File: src/rtl/nand_cycle_gen.sv
module nand_cycle_gen #(
  parameter bit WIDE_SETUP = 1'b0
) (
  input  logic       clk,
  input  logic       rst_n,
  input  logic       reg_wr,
  input  logic       reg_rd,
  input  logic [2:0] reg_addr,
  input  logic [7:0] reg_wdata,
  output logic [7:0] reg_rdata,
  output logic       stall,
  output logic       nf_ce_n,
  output logic       nf_cle,
  output logic       nf_ale,
  output logic       nf_we_n,
  output logic       nf_re_n,
  output logic [7:0] nf_io_out,
  output logic       nf_io_oe,
  input  logic [7:0] nf_io_in,
  input  logic       nf_ready
);
  localparam int SW = WIDE_SETUP ? 3 : 2;
  localparam logic [2:0] A_CTRL = 3'd0, A_TIMING = 3'd1, A_SETUP = 3'd2, A_STATUS = 3'd3,
                         A_CMD = 3'd4, A_ADDR = 3'd5, A_DATA = 3'd6, A_RDBUF = 3'd7;

  typedef enum logic [1:0] {PH_IDLE, PH_SETUP, PH_STROBE, PH_HOLD} phase_t;

  phase_t          phase;
  logic [2:0]      cnt;
  logic [SW-1:0]   setup_m1;
  logic [2:0]      width_m1, hold_m1;
  logic            ce_off, k_cle, k_ale, k_read;
  logic [7:0]      obyte, rdbuf;
  logic            rb_s1, rb_s2;

  wire busy     = (phase != PH_IDLE);
  wire wr_cycle = reg_wr && (reg_addr == A_CMD || reg_addr == A_ADDR || reg_addr == A_DATA);
  wire rd_cycle = !reg_wr && reg_rd && (reg_addr == A_DATA);
  wire launch   = !busy && (wr_cycle || rd_cycle);
  wire cfg_we   = !busy && reg_wr;

  assign stall = busy && (reg_wr || (reg_rd && reg_addr == A_DATA));

  always_ff @(posedge clk or negedge rst_n) begin
    if (!rst_n) begin
      phase    <= PH_IDLE;
      cnt      <= '0;
      setup_m1 <= '1;
      width_m1 <= '1;
      hold_m1  <= '1;
      ce_off   <= 1'b1;
      k_cle    <= 1'b0;
      k_ale    <= 1'b0;
      k_read   <= 1'b0;
      obyte    <= '0;
      rdbuf    <= '0;
      rb_s1    <= 1'b0;
      rb_s2    <= 1'b0;
    end else begin
      rb_s1 <= nf_ready;
      rb_s2 <= rb_s1;
      if (cfg_we) begin
        case (reg_addr)
          A_CTRL:   ce_off <= reg_wdata[0];
          A_TIMING: begin width_m1 <= reg_wdata[2:0]; hold_m1 <= reg_wdata[5:3]; end
          A_SETUP:  setup_m1 <= reg_wdata[SW-1:0];
          default:  ;
        endcase
      end
      case (phase)
        PH_IDLE: if (launch) begin
          phase  <= PH_SETUP;
          cnt    <= 3'(setup_m1);
          k_cle  <= reg_wr && reg_addr == A_CMD;
          k_ale  <= reg_wr && reg_addr == A_ADDR;
          k_read <= !reg_wr;
          obyte  <= reg_wdata;
        end
        PH_SETUP: if (cnt == 0) begin
          phase <= PH_STROBE;
          cnt   <= width_m1;
        end else cnt <= cnt - 3'd1;
        PH_STROBE: if (cnt == 0) begin
          phase <= PH_HOLD;
          cnt   <= hold_m1;
          if (k_read) rdbuf <= nf_io_in;
        end else cnt <= cnt - 3'd1;
        default: if (cnt == 0) phase <= PH_IDLE;
                 else cnt <= cnt - 3'd1;
      endcase
    end
  end

  assign nf_ce_n   = ce_off;
  assign nf_cle    = busy && k_cle;
  assign nf_ale    = busy && k_ale;
  assign nf_we_n   = !(phase == PH_STROBE && !k_read);
  assign nf_re_n   = !(phase == PH_STROBE && k_read);
  assign nf_io_oe  = busy && !k_read;
  assign nf_io_out = obyte;

  always_comb begin
    case (reg_addr)
      A_CTRL:   reg_rdata = {7'd0, ce_off};
      A_TIMING: reg_rdata = {2'd0, hold_m1, width_m1};
      A_SETUP:  reg_rdata = 8'(setup_m1);
      A_STATUS: reg_rdata = {6'd0, busy, rb_s2};
      A_RDBUF:  reg_rdata = rdbuf;
      default:  reg_rdata = 8'd0;
    endcase
  end

  logic [3:0] str_len;
  always_ff @(posedge clk or negedge rst_n) begin
    if (!rst_n) str_len <= '0;
    else if (phase == PH_STROBE) str_len <= str_len + 4'd1;
    else str_len <= '0;
  end

  p_strobe_len_r5: assert property (@(posedge clk) disable iff (!rst_n)
    (phase == PH_HOLD && $past(phase) == PH_STROBE) |-> str_len == {1'b0, width_m1} + 4'd1);
  p_latch_excl_r3: assert property (@(posedge clk) disable iff (!rst_n)
    !(nf_cle && nf_ale));
  p_strobe_excl_r12: assert property (@(posedge clk) disable iff (!rst_n)
    !(!nf_we_n && !nf_re_n));
  p_no_drive_read_r11: assert property (@(posedge clk) disable iff (!rst_n)
    !nf_re_n |-> !nf_io_oe);
  p_bus_stable_r11: assert property (@(posedge clk) disable iff (!rst_n)
    (nf_io_oe && $past(nf_io_oe)) |-> $stable(nf_io_out));
  p_cfg_frozen_r13: assert property (@(posedge clk) disable iff (!rst_n)
    (busy && $past(busy)) |-> ($stable(width_m1) && $stable(hold_m1) && $stable(setup_m1)));
endmodule

File: config.mk
export PLATFORM = sky130hd
export DESIGN_NAME = nand_cycle_gen
export DESIGN_NICKNAME = d
export VERILOG_FILES = /design/src/rtl/nand_cycle_gen.sv
export SDC_FILE = /design/constraint.sdc
export NUM_CORES = 1
export LEC_CHECK = 0
export ABC_AREA = 0
export BUFFER_PORTS_ARGS = -buffer_cell sky130_fd_sc_hd__buf_2
export CAP_MARGIN = 25
export CORE_ASPECT_RATIO = 0.6
export CORE_MARGIN = 4
export CORE_UTILIZATION = 28
export CTS_CLUSTER_DIAMETER = 50
export DETAILED_ROUTE_END_ITERATION = 7
export PLACE_DENSITY_LB_ADDON = 0.15
export SLEW_MARGIN = 10
export SYNTH_ARGS = -nofsm -noshare
export SYNTH_HDL_FRONTEND = slang
export SYNTH_SLANG_ARGS = --single-unit
File: constraint.sdc
create_clock -name clk -period 2.1 [get_ports clk]
set_clock_uncertainty 0.15 [all_clocks]
set_input_delay 0.42 -clock clk [delete_from_list [all_inputs] [get_ports clk]]
set_output_delay 0.42 -clock clk [all_outputs]
set_load 0.01 [all_outputs]
After elaboration in Yosys (flattened, before gate mapping)
Cells that the tools add are included.
{"block": "word_totals", "register_bits": 35, "input_bits": 24, "output_inout_bits": 23, "elab_cells": 73}
{"block": "op_classes", "add_sub_neg": 1, "n_eq_ne": 13, "mux": 11, "n_reduce_logical": 35}
{"op": "8-bit case mux with 5 select lines", "n": 1}
{"op": "1-bit logical AND", "n": 14}
{"op": "3-bit == test (second input constant)", "n": 4}
{"op": "3-bit 2-to-1 mux", "n": 4}
{"op": "2-bit AND reduction", "n": 5}
{"op": "3-bit case mux with 3 select lines", "n": 1}
{"op": "2-bit 2-to-1 mux", "n": 4}
{"op": "3-bit by 2-bit == test with 1-bit output (second input constant)", "n": 2}
{"op": "3-bit zero test", "n": 2}
{"op": "2-bit inequality test (second input constant)", "n": 3}
{"op": "2-bit case mux with 3 select lines", "n": 1}
{"op": "1-bit zero test", "n": 5}
{"op": "1-bit logical OR", "n": 4}
{"op": "4-bit by 1-bit inequality test with 1-bit output (second input constant)", "n": 1}
{"op": "4-bit AND reduction", "n": 1}
{"op": "2-bit nonzero test", "n": 2}
{"op": "3-bit by 1-bit == test with 1-bit output (second input constant)", "n": 1}
{"op": "3-bit AND reduction", "n": 1}
{"op": "3-bit by 1-bit subtractor with 3-bit output (second input constant)", "n": 1}
{"op": "2-bit by 1-bit == test with 1-bit output (second input constant)", "n": 1}
{"op": "2-bit == test (second input constant)", "n": 1}
{"op": "2-bit zero test", "n": 1}

Depth between registers and ports, before layout
Gate-level depths: netlist (run 1).
{"block": "depth", "depth_word": 8, "depth_mapped": 7, "mapped_depth_nobuf": 6}

Least setup slack after synthesis (run 1)
No wires, ideal clock.
{"block": "synth_path", "path_type": "reg2out", "start": "reg phase[0]", "end": "out reg_rdata[1]", "arrival_time_ns": 1.341, "required_time_ns": 1.530, "path_slack_ns": 0.189, "stages_incl_launch_ff": 7, "n_path_buf": 0, "cell_sequence": "dfrtp_1 -> inv_1 -> ha_1 -> inv_1 -> mux2i_1 -> mux2_2 -> o21ai_0"}
{"block": "synth_between", "elab_chain_cells": 2}
{"item": "start, declared", "line_no": "28", "rtl": "phase_t phase;"}
{"item": "start signal, assigned", "line_no": "46", "rtl": "phase <= PH_IDLE;"}
{"item": "start signal, assigned", "line_no": "72", "rtl": "phase <= PH_SETUP;"}
{"item": "start signal, assigned", "line_no": "80", "rtl": "phase <= PH_STROBE;"}
{"item": "2-bit nonzero test", "line_no": "36", "rtl": "wire busy = (phase != PH_IDLE);"}
{"item": "8-bit case mux with 5 select lines", "line_no": "103", "rtl": "case (reg_addr)"}
{"item": "end, declared", "line_no": "10", "rtl": "output logic [7:0] reg_rdata,"}
No other way between the ends.

Worst setup path in the final report (run 1)
{"block": "layout_path", "start": "reg phase[1]", "end": "out reg_rdata[1]"}
The elaborated chain is that of the path after synthesis.

==> metrics, run 1 <==
status=finished, final reports clean; fillers=638; Cell Pwr Density=1433 nW/um^2; I/O Buffers=46; EDFF count, synth=0; 1st-pass router iterations=5; number of buffers created by CTS=5; Post-Synth Adder-Cell Area=4.051%; worst reg2reg startpoint=phase[0]; die area=8026 sq um; average size of a mapped cell=11.51 sq um; Synth Area in Compound Gates=12.63%; H-Tree Depth=2; largest net degree at the start of global routing=36; initial antenna violation count=0; Post-Synth Simple-Gate Area=12.83%; FP Rows=22; Area growth syn-to-layout=30.79%; Primary FF master, synth=dfrtp_1; fin. max-slew vios=0; Iter 0 DRT Violations=37; crit path launch type=register; GRT Total Usage=12.56%; Tmin final=2054 ps; RSZ-0062 raised after global routing=yes; Final setup viols=0; vias=1487; Max-slew headroom=69.95%; Critical Path Sink=reg_rdata[1]; #FFs+latches synth=35; DP Worst Slack=77.77 ps; fmax=486.8 MHz; Cell Area, Synth=1853 sq um; final core utilization=38.62%; I/O pin count=47; GRT overflow=0; maxcap violations=0; Final ANT Viol Nets=0; fraction of layout cells with a size suffix above 1=55.95%; Die H=71.02 um; mux cell area share after synthesis=19.18%; WP data arrival=1480 ps; leading cell type in the layout, fill and taps excluded=buf_2; Placer Congestion=0.8023; vias in the first global route=1425; fin crit share=97.82%; critical path type=register to output pin; Post-Synth XOR/XNOR Area=0%; Initial Utilization=29.53%; CTS tree=built; leak pwr=0.001109 uW; Wirelength per Cell=15.31 um; Syn. warnings=0; Worst-path clk slew=70 ps; commonest cells after routing, fill and taps aside=buf_2 (46), mux2_2 (27), dfrtp_1 (26); DRC viols=0; WL final=4.762 mm; worst skew pair latency=280 ps; main combinational cell family by area after synthesis=multiplexers; Synth Net Count=191; hold buffers post-CTS=0; critical path peak fanout=2; worst setup path startpoint=phase[1]; root buffer cell=clkbuf_8; r2r endpoint=cnt[1]; clock buffer depth=2; Die W=113.0 um; Netlist cell types=39; worst endpoint required time=1530 ps; Sink Count=35; vias per inst=4.781; core footprint=6276 sq um; Fin. Hold Viols=0; first-pass GRT wire length=7.734 mm; sequential-to-total area share from yosys stat=47.87%; Worst R2R Path Depth=7; Nets=256; Mapped Cells=161; n_diodes=0; crit path capture type=output pin; asr flop ratio synth=100.0%; worst slew pin tran=450.8 ps; final worst slack=45.84 ps; Post-DP HPWL=3.736 mm; HP Class=input port to async pin; peak supply drop=0.5044 mV; R2R Setup Slk=80 ps
[cells by family after synthesis]
kind of cell,count (synthesis)
AO/OA/AOI/OAI,32
adder cells (fa/ha/maj),6
buffers and inverters,14
flip-flops,35
multiplexers,32
AND/OR/NAND/NOR,42
[area by class of cell]
class	instances	area (sq um)	area share (%)
timing repair buffer	65	372.9	15.38
inverter	7	26.28	1.084
multi-input combinational	112	947.2	39.08
clock inverter	2	12.51	0.5163
sequential	35	887.1	36.60
tap	84	105.1	4.337
clock buffer	6	72.57	2.994
[where the power goes]
part | internal, uW | switching, uW | leakage (uW)
clock | 232 | 246 | 0.0000412
combinational | 908 | 798 | 0.000661
sequential | 1060 | 232 | 0.000407
total | 2200 | 1280 | 0.00111
[synthesized netlist by cell type, drive strengths merged (5+ instances only)]
cell / instances / area share, %
mux2: 28 / 17
dfrtp: 26 / 35
nor2: 11 / 2.4
dfstp: 9 / 13
a21oi: 7 / 1.9
inv: 7 / 1.4
nand2: 7 / 1.4
a22oi: 6 / 2.4
ha: 6 / 4.1
buf: 5 / 1.6
o21ai: 5 / 1.4
[routing by layer]
| layer | routed length (um) | part of all wire (%) | GRT usage, % | vias to the layer above |
|---|---|---|---|---|
| met1 | 2599 | 55 | 20.46 | 713 |
| met4 | 42 | 0.88 | 3.200 | 0 |
| met5 | 0 | 0 | 0 | - |
| met3 | 374 | 7.9 | 3.675 | 9 |
| li1 | - | - | - | 714 |
| met2 | 1745 | 37 | 15.42 | 51 |
[worst min path at each step]
stage | to | cells after the start | slack, ps | startpoint
CTS | rdbuf[6] | 2 | 30 | rst_n
global route | rb_s1 | 2 | 40 | rst_n
finish | rdbuf[6] | 2 | 10 | rst_n
floorplan | cnt[0] | 0 | -30 | rst_n
global placement | rb_s2 | 0 | 180 | rb_s1
detailed placement | rb_s2 | 0 | 200 | rb_s1
[registers in the layout, summed over array words and instances, names as in the netlist]
signal	cells
nf_io_out	8
rdbuf	8
cnt	3
hold_m1	3
width_m1	3
phase	2
setup_m1	2
k_ale	1
k_cle	1
k_read	1
nf_ce_n	1
rb_s1	1
rb_s2	1
[critical path: stages, from the launching register on]
cell and delay [ps]:
dfrtp_1 360, inv_2 60, ha_4 150, inv_2 50, mux2i_1 50, mux2_4 260, o21ai_2 130, buf_2 150
[what timing repair did]
| action | CTS | global route |
|---|---|---|
| endpoints found under the setup margin | 1 | 4 |
| gates resized for setup | 8 | 8 |
| setup buffers | 4 | 1 |
| pin swaps | 1 | 5 |
[stage by stage]
stage	hold WS (ps)	std cells	cell area (sq um)	power (uW)	setup TNS, ps
global placement	181.7	298	2256	2872	0
global route	44.30	311	2424	3763	-113.0
detailed placement	196.4	298	2256	2868	0
floorplan	-25.59	161	1853	2290	0
CTS	25.78	310	2391	3454	-5.282
finish	14.00	311	2424	3472	0
Power figures use the tool's default switching activity.
==> run 2, diff against run 1 <==
Clock period 2.1 ns to 1.95 ns, I/O delays scaled along.
==> run 2 against run 1 <==
The run now ends with negative setup slack left. Global-route usage grew 0.16 points. Count of clock-buffer cells in the layout unchanged. Worst hold slack improved by 45 ps. Non-clock buffer count grew 21. Design area grew 16%.
==> metrics, run 2 (synthesis gave the netlist of run 1 again) <==
Final ANT Viol Nets=0; combinational share of power=56.8%; crit path capture type=output pin; critical path peak fanout=3; n_diodes=0; HP Class=input port to register; Post-DP HPWL=3.715 mm; Nets=277; Cell Pwr Density=1570 nW/um^2; FP Rows=22; Int Pwr=2842 uW; worst endpoint required time=1410 ps; vias=1552; leak pwr=0.001313 uW; register area=887.1 sq um; Placed Instances=306; net load switching power=1569 uW; critical path type=register to output pin; I/O Buffers=46; fillers=598; largest net degree at the start of global routing=36; Area growth syn-to-layout=51.65%; vias in the first global route=1512; core footprint=6276 sq um; H-Tree Depth=2; vias per inst=4.675; Final Non-Filler Cells=332; Die W=113.0 um; root buffer cell=clkbuf_8; crit path launch type=register; maxcap violations=0; Worst-path clk slew=70 ps; number of buffers created by CTS=5; leading cell type in the layout, fill and taps excluded=buf_2; Fin. Hold Viols=0; status=complete, but fails checks; Max-slew headroom=69.77%; WL final=5.160 mm; WP data arrival=1500 ps; peak supply drop=0.5938 mV; Placer Congestion=0.8033; clock group share of total power=11.7%; Wirelength per Cell=15.54 um; Sink Count=35; fraction of power spent switching nets=35.57%; worst skew pair latency=290 ps; worst slew pin tran=453.5 ps; commonest cells after routing, fill and taps aside=buf_2 (43), buf_4 (28), dfrtp_1 (26); first-pass GRT wire length=7.962 mm; Tmin final=2038 ps; Iter 0 DRT Violations=68; Die H=71.02 um; initial antenna violation count=0; Final setup viols=10; CTS tree=built; fin crit share=104.5%; fraction of layout cells with a size suffix above 1=62.50%; GRT overflow=0; RSZ-0062 raised after global routing=yes; multi-input gate area in the final layout=1079 sq um; Hold Slack=58.67 ps; DRC viols=0; 1st-pass router iterations=4; die area=8026 sq um; failing checks=negative setup slack; sequential share of power=31.4%; final core utilization=44.78%; fin. max-slew vios=0; Initial Utilization=29.53%; final worst slack=-87.55 ps; GRT Total Usage=12.73%; fmax=490.8 MHz; clock buffer depth=2; I/O pin count=47
[run 2: area by class of cell]
type | count | share of cell area, %
multi-input combinational | 112 | 38.38
sequential | 35 | 31.57
timing repair buffer | 86 | 22.35
tap | 84 | 3.740
clock buffer | 6 | 2.582
inverter | 7 | 0.9350
clock inverter | 2 | 0.4452
[run 2: power groups by stage]
stage                     clock network (uW)  registers (uW)  logic [uW]
after floorplan                            0            1350        1110
after global placement                     0            1380        1820
after detailed placement                   0            1390        1800
after CTS                                534            1370        2040
after global routing                     563            1430        2730
final                                    517            1390        2510
[run 2: per-stage QoR]
stage | power (uW) | cell area (sq um) | TNS, ps | setup WS [ps]
after floorplan | 2466 | 1853 | 0 | 68.97
final | 4411 | 2810 | -344.1 | -87.55
after detailed placement | 3190 | 2316 | -370.0 | -61.18
after global placement | 3203 | 2316 | -269.7 | -52.35
after global routing | 4726 | 2810 | -2204 | -189.7
after CTS | 3946 | 2526 | -233.8 | -106.2
[run 2: metal layers]
metal	vias to the layer above	track usage [%]	wire length, um
li1	748	-	-
met1	750	20.28	2797
met2	49	16.21	1925
met3	5	3.675	398
met4	0	3.200	39
met5	-	0	0
[run 2: final timing paths]
| kind | startpoint | to | slack (ps) | depth (start not counted) |
|---|---|---|---|---|
| worst max-delay path | phase[0] | reg_rdata[1] | -90 | 7 |
| worst min-delay path | nf_ready | rb_s1 | 60 | 1 |
| worst max register to register | phase[0] | width_m1[1] | -20 | 10 |
| worst min register to register | rb_s1 | rb_s2 | 210 | 0 |
| max in group asynchronous | rst_n | setup_m1[1] | 780 | 3 |
| min in group asynchronous | rst_n | rdbuf[6] | 520 | 3 |
[run 2: timing repair]
item                                   CTS  global route
pin swaps                                5             9
hold buffers                             1             0
resized for setup                       20            43
setup endpoints to repair               10            37
buffers inserted                         6             9
endpoints found under the hold margin   14             0
cloned                                   1             1
[run 2: critical path: stages, from the launching register on]
cell	delay (ps)
dfrtp_1	360
inv_2	60
ha_4	160
inv_2	50
mux2i_1	50
mux2_4	270
o21ai_2	120
buf_2	150
==> run 3, diff against run 2 <==
--- a/config.mk
+++ b/config.mk
@@ -15,4 +15,5 @@
 export DETAILED_ROUTE_END_ITERATION = 7
 export PLACE_DENSITY_LB_ADDON = 0.15
+export SKIP_LAST_GASP = 1
 export SLEW_MARGIN = 10
 export SYNTH_ARGS = -nofsm -noshare
==> constraint.sdc (replaced) <==
create_clock -name clk -period 1.95 [get_ports clk]
set_clock_uncertainty 0.15 [all_clocks]
set_input_delay 0.2925 -clock clk [delete_from_list [all_inputs] [get_ports clk]]
set_output_delay 0.2925 -clock clk [all_outputs]
set_load 0.01 [all_outputs]
==> run 3 against run 2 <==
The flow still finishes with violations (negative setup slack). Utilization is 3.9 points lower. Worst hold slack better by 23 ps. Critical endpoint unchanged. Fmax is 2.1% higher. Clock power up 14%. Die area unchanged.
==> metrics, run 3 (synthesis gave the netlist of run 1 again) <==
crit path capture type=output pin; Hold Path Depth=2; fraction of layout cells with a size suffix above 1=57.51%; FP Rows=22; Fin. Hold Viols=0; GRT Total Usage=12.92%; Final setup viols=3; I/O pin count=47; I/O Buffers=46; Final Non-Filler Cells=317; CTS tree=built; initial antenna violation count=0; vias per inst=4.669; Post-DP HPWL=3.691 mm; vias in the first global route=1535; commonest cells after routing, fill and taps aside=buf_2 (45), mux2_2 (27), dfrtp_1 (26); Max-slew headroom=69.45%; peak supply drop=0.6183 mV; HP Class=input port to register; n_diodes=0; fin crit share=102.3%; Final ANT Viol Nets=0; leading cell type in the layout, fill and taps excluded=buf_2; H-Tree Depth=2; die area=8026 sq um; crit path launch type=register; core footprint=6276 sq um; root buffer cell=clkbuf_8; vias=1480; Placed Instances=300; final worst slack=-45.33 ps; Area growth syn-to-layout=38.49%; GRT overflow=0; worst endpoint required time=1510 ps; Sink Count=35; WP data arrival=1550 ps; leak pwr=0.001166 uW; Cell Pwr Density=1573 nW/um^2; 1st-pass router iterations=5; fmax=501.2 MHz; RSZ-0062 raised after global routing=yes; number of buffers created by CTS=5; Nets=262; Worst R2R Path Depth=6; worst slew pin tran=457.2 ps; DP Worst Slack=-35.93 ps; critical path type=register to output pin; Die H=71.02 um; fin. max-slew vios=0; worst skew pair latency=290 ps; first-pass GRT wire length=8.148 mm; critical path peak fanout=3; Wirelength per Cell=15.48 um; largest net degree at the start of global routing=36; Initial Utilization=29.53%; Iter 0 DRT Violations=51; failing checks=negative setup slack; WL final=4.908 mm; clock buffer depth=2; DRC viols=0; Tmin final=1995 ps; Die W=113.0 um; Worst-path clk slew=70 ps; status=complete, but fails checks; fillers=624; maxcap violations=0; Placer Congestion=0.7732
run 3: area by class of cell:
cell class	instances	area (sq um)	share of cell area, %
Sequential cell	35	887.1	34.57
Clock inverter	1	7.507	0.2925
Timing Repair Buffer	71	478.0	18.63
Tap cell	84	105.1	4.096
Multi-Input combinational cell	112	965.9	37.64
Clock buffer	7	96.34	3.754
Inverter	7	26.28	1.024
run 3: worst max-delay path, cell delays in order, from the launching register on:
cell and delay (ps):
dfrtp_1 380, inv_2 70, ha_4 160, inv_2 50
mux2i_1 70, mux2_4 270, o21ai_4 140, buf_6 120
run 3: path summary, 6_finish.rpt:
path	to	slack (ps)	start
min reg2reg	rb_s2	220	rb_s1
min in group asynchronous	rb_s1	420	rst_n
max in group asynchronous	hold_m1[0]	880	rst_n
max reg2reg	cnt[1]	-40	phase[1]
max	reg_rdata[1]	-50	phase[0]
min	rdbuf[1]	80	nf_io_in[1]
run 3: layer usage:
layer | GRT usage [%] | up-vias | routed length, um
met1 | 20.76 | 712 | 2702
met5 | 0 | - | 0
met3 | 3.590 | 5 | 279
met4 | 2.400 | 0 | 34
li1 | - | 725 | -
met2 | 16.80 | 38 | 1891
run 3: per-stage QoR:
step           total power (uW)  instance area, sq um  util (%)  hold slack (ps)  TNS, ps
2_1_floorplan              2466                  1853         -           -153.1        0
4_1_cts                    3884                  2479     39.49            78.10   -175.9
3_5_place_dp               3119                  2283     36.38            206.9   -35.93
6_report                   4037                  2566     40.89            81.30   -119.2
3_3_place_gp               3122                  2283     36.38            182.4   -16.94
5_1_grt                    4365                  2566     40.89            70.54   -679.5
run 3: report_power, final:
| part | internal (uW) | leakage, uW | switching (uW) |
|---|---|---|---|
| clock | 321 | 0.0000505 | 267 |
| sequential | 1140 | 0.000407 | 241 |
| combinational | 1140 | 0.000709 | 932 |
| total | 2600 | 0.00117 | 1440 |
run 3: repair_timing:
item | 4_1_cts | 5_1_grt
setup endpoints to repair | 3 | 21
gates resized for setup | 12 | 14
buffers inserted | 4 | 2
endpoints found under the hold margin | 27 | 0
hold buffers | 2 | 0
pin swaps | 4 | 4
cloned | 0 | 1
